===== src/rtl/dbg_link_handshake.sv =====
module dbg_link_handshake #(
  parameter int ACK_LEN  = 16,
  parameter int SYNC_MIN = 128,
  parameter int RESP_LEN = 128
) (
  input  logic clk,
  input  logic rst_n,
  input  logic pin_in,
  input  logic cmd_begin,
  input  logic cmd_done,
  input  logic hs_on,
  input  logic hs_off,
  output logic drv_low,
  output logic drv_high,
  output logic hs_enabled,
  output logic abort_done
);
  localparam int LCW  = $clog2(SYNC_MIN + 1);
  localparam int TMAX = (ACK_LEN > RESP_LEN) ? ACK_LEN : RESP_LEN;
  localparam int TW   = (TMAX > 1) ? $clog2(TMAX) : 1;

  typedef enum logic [1:0] {S_IDLE, S_ACK, S_RESP, S_SPEED} st_t;

  st_t            st;
  logic [TW-1:0]  tcnt;
  logic [LCW-1:0] low_cnt;
  logic           pin_q;
  logic           pending;
  logic           hs_en;

  wire low_full = (low_cnt == LCW'(SYNC_MIN));
  wire sync_req = (st == S_IDLE) && pin_in && !pin_q && low_full;
  wire ack_go   = (st == S_IDLE) && !sync_req && cmd_done && pending && hs_en;

  assign drv_low    = (st == S_ACK) || (st == S_RESP);
  assign drv_high   = (st == S_SPEED);
  assign hs_enabled = hs_en;

  always_ff @(posedge clk) begin
    if (!rst_n) begin
      pin_q   <= 1'b1;
      low_cnt <= '0;
    end else begin
      pin_q <= pin_in;
      if (drv_low || pin_in)  low_cnt <= '0;
      else if (pin_q)         low_cnt <= LCW'(1);
      else if (!low_full)     low_cnt <= low_cnt + 1'b1;
    end
  end

  always_ff @(posedge clk) begin
    if (!rst_n) begin
      hs_en      <= 1'b0;
      pending    <= 1'b0;
      abort_done <= 1'b0;
    end else begin
      if (hs_off)     hs_en <= 1'b0;
      else if (hs_on) hs_en <= 1'b1;
      abort_done <= sync_req && pending;
      if (sync_req || cmd_done) pending <= 1'b0;
      else if (cmd_begin)       pending <= 1'b1;
    end
  end

  always_ff @(posedge clk) begin
    if (!rst_n) begin
      st   <= S_IDLE;
      tcnt <= '0;
    end else begin
      case (st)
        S_IDLE: begin
          tcnt <= '0;
          if (sync_req)    st <= S_RESP;
          else if (ack_go) st <= S_ACK;
        end
        S_ACK:
          if (tcnt == TW'(ACK_LEN - 1)) begin st <= S_SPEED; tcnt <= '0; end
          else tcnt <= tcnt + 1'b1;
        S_RESP:
          if (tcnt == TW'(RESP_LEN - 1)) begin st <= S_SPEED; tcnt <= '0; end
          else tcnt <= tcnt + 1'b1;
        default: st <= S_IDLE;
      endcase
    end
  end
endmodule



===== config.mk =====
export PLATFORM = sky130hd
export DESIGN_NAME = dbg_link_handshake
export DESIGN_NICKNAME = d
export VERILOG_FILES = /design/src/rtl/dbg_link_handshake.sv
export SDC_FILE = /design/constraint.sdc
export NUM_CORES = 1
export LEC_CHECK = 0
export BUFFER_PORTS_ARGS = -buffer_cell sky130_fd_sc_hd__buf_2
export CORE_ASPECT_RATIO = 0.6
export CORE_MARGIN = 5
export CORE_UTILIZATION = 30
export CTS_CLUSTER_DIAMETER = 100
export DETAILED_ROUTE_END_ITERATION = 8
export PLACE_DENSITY = 0.57
export SYNTH_ARGS = -nofsm -noshare
export SYNTH_HDL_FRONTEND = slang
export SYNTH_SLANG_ARGS = --single-unit
export TNS_END_PERCENT = 5

===== constraint.sdc =====
create_clock -name clk -period 1.7 [get_ports clk]
set_input_delay 0.17 -clock clk [delete_from_list [all_inputs] [get_ports clk]]
set_output_delay 0.17 -clock clk [all_outputs]
set_load 0.05 [all_outputs]

==> reports/qor.yml <==
status: "complete, no violations"
synth_top_area_cell: "dfxtp_1"
hold_depth: 2
ys_async_sr_fraction: 0
cp.buffers_inverters: 1
cts.sinks: 21
htree_levels: 1
die_area_mm2: 0.005207
num_vias: 919
wire_per_inst_um: 12.13
whs_endpoint: "hs_enabled$_SDFFE_PP0P_"
period_needed_ps: 1654
crit_family: "simple AND/OR/NAND/NOR gates"
p_leak_nw: 0.5715
r2r_cells: 6
ys.flop_type: "dfxtp_1"
grt_max_degree: 14
viasPerCell: 4.737
overflow: 0
rows: 17
wirelength_mm: 2.354
slowest_stage: "dfxtp_2"
dp_hpwl_mm: 1.744
grt_pass1_wl_mm: 3.850
post-route-period-util: 0.9728
seq_area_frac_synth: 0.3660
postSynthAreaPerCell_um2: 9.189
final.setup.tns_ps: 0
drive_gt1_frac: 0.2993
cts_made_buffers: 3
clock_path_buffers: 2
fp.dieW_um: 89.88
report.final.slew_viol_count: 0
antenna_cells: 0
synth_compound_area_frac: 0.1939
drc: 0
worstHoldPathType: "input port to flop"
yosys.cell_types.count: 41
slew_headroom: 0.6819
syn_to_final_growth_pct: 23.09
ys_seq_elements: 21
clkLatencyLatePin_ps: 260
clk_pin_slew_ps: 80
die_height_um: 57.93
final_core_utilization: 0.3842
hp-start: "hs_off"
reg2reg_from: "low_cnt[0]$_SDFFE_PP0P_"
grt_pass1_vias: 836
finalSetupViolCount: 0
muxShareOfSynthArea: 0.008715
drtIter0Drc: 50
fin_nets: 163
yosys.cell_count.top_type: "dfxtp_1"
ys_warn_count: 0
grt_antenna_before_repair: 0
io_pins: 11
synthAdderAreaFrac: 0.08715
synth_commonest_cells: "dfxtp_1, nor2_1, nand2_1"
synth_top_family_by_area: "simple AND/OR/NAND/NOR gates"
drv_cap: 0
port_buffers: 10
postRouteAntennaNets: 0
cts_root_buf: "clkbuf_8"
n_fill_cell: 371
syn_nets: 140
cts_tree: "built"
postSynthCellCount: 125
p_total_mw: 1.289
yosys-top-cells-area: "dfxtp_1, ha_1, nand3_1, a21boi_1, nor2_1"
synth-xor-area-share: 0.05338
final_hold_viol_count: 0
r2r_setup_slack_ps: 50
synth_top_area_frac: 0.3660
track_usage: 0.08982
arrival_ps: 1810
synthSimpleGateAreaFrac: 0.2680
crit_fanout: 5
p_per_area_mw_per_mm2: 911.5
skew_ps: 3.463
coreArea_mm2: 0.003680
gp_congestion: 0.8110
ir_drop_v: 0.0005064
firstDrtPassIters: 4
worst_pin_slew_ps: 475.1
worst-setup-path-type: "flop to flop"
synth_edf_count: 0
multi_input_area_um2: 737.0
required_ps: 1860
startpoint_type: "flop"
regArea_um2: 425.4
timing.fmax_ghz: 0.6047
r2r-end: "st[1]$_SDFFE_PN0P_"
rsz0062_at_grt: "yes"
path_cells: "inv_1 > ha_1 > nor4b_4 > and4_4 > o211ai_4 > a32o_2"
start_util: 0.3121
cpPeakStageDelay_ps: 350
crit_path_end_kind: "flop"
syn_area_mm2: 0.001149
-- flip-flops by register name (all words and copies together) (netlist names) --
signal / flops
low_cnt: 8
tcnt: 7
st: 2
abort_done: 1
hs_enabled: 1
pending: 1
pin_q: 1
-- cell type report --
class                      instances  area share
sequential                        21      0.3009
clock inverter                     1    0.005310
clock buffer                       3     0.02920
multi-input combinational         97      0.5212
inverter                           5     0.01327
tap                               47     0.04159
timing repair buffer              20     0.08850
-- metal layers --
metal,track usage,part of all wire,vias up
met5,0,0,-
met1,0.1337,0.57,412
met2,0.1229,0.38,17
met4,0.03185,0.012,0
li1,-,-,488
met3,0.02335,0.032,2
-- power by group --
| part | internal (mW) | switching (mW) | leakage, nW |
|---|---|---|---|
| sequential | 0.517 | 0.0199 | 0.172 |
| clock | 0.165 | 0.168 | 0.0217 |
| combinational | 0.193 | 0.225 | 0.378 |
| total | 0.875 | 0.414 | 0.571 |
-- stage by stage --
stage,setup slack (ps),cells,area [um^2],hold WS (ps)
floorplan,14.55,125,1161,246.1
detailed placement,35.72,187,1315,337.8
CTS,4.730,191,1364,46.94
finish,46.28,194,1414,60.63
global placement,37.23,187,1315,331.7
global route,-21.45,194,1414,53.31
-- worst max path at each step --
stage                                        from                    to  slack (ps)  cells after the start
after floorplan                st[0]$_SDFFE_PN0P_  tcnt[4]$_SDFFE_PN0P_          10                      6
after detailed placement       st[0]$_SDFFE_PN0P_  tcnt[4]$_SDFFE_PN0P_          40                      6
after global routing           st[1]$_SDFFE_PN0P_  tcnt[1]$_SDFFE_PN0P_         -20                      7
after CTS                      st[0]$_SDFFE_PN0P_  tcnt[4]$_SDFFE_PN0P_           5                      6
final                     low_cnt[0]$_SDFFE_PP0P_    st[1]$_SDFFE_PN0P_          50                      6
after global placement    low_cnt[0]$_SDFFE_PP0P_    st[1]$_SDFFE_PN0P_          40                      6
-- cells by family (layout without fill, tap and decap cells) --
group / Yosys count / in the layout
AND/OR/NAND/NOR: 54 / 54
AO/OA/AOI/OAI: 27 / 27
flip-flops: 21 / 21
adder cells (fa/ha/maj): 8 / 8
XOR/XNOR: 7 / 7
buffers and inverters: 7 / 29
multiplexers: 1 / 1
-- what timing repair did --
action / 4_1_cts / 5_1_grt
gates resized for setup: 0 / 9
hold endpoints to repair: 0 / 0
endpoints found under the setup margin: 0 / 6
buffers inserted: 0 / 3
hold buffers: 0 / 0
-- cell usage in the layout (no fill, tap or decap), types with 3 or more instances in the layout --
| cell | instances |
|---|---|
| a21boi_1 | 6 |
| and3_1 | 3 |
| buf_2 | 10 |
| buf_4 | 10 |
| clkbuf_8 | 3 |
| dfxtp_1 | 17 |
| dfxtp_2 | 4 |
| ha_1 | 5 |
| inv_1 | 5 |
| nand2_1 | 10 |
| nand2b_1 | 3 |
| nand3_1 | 9 |
| nor2_1 | 12 |
| o21ai_0 | 3 |
| or3_1 | 3 |
| xor2_1 | 5 |
(Power assumes the default switching activity.)
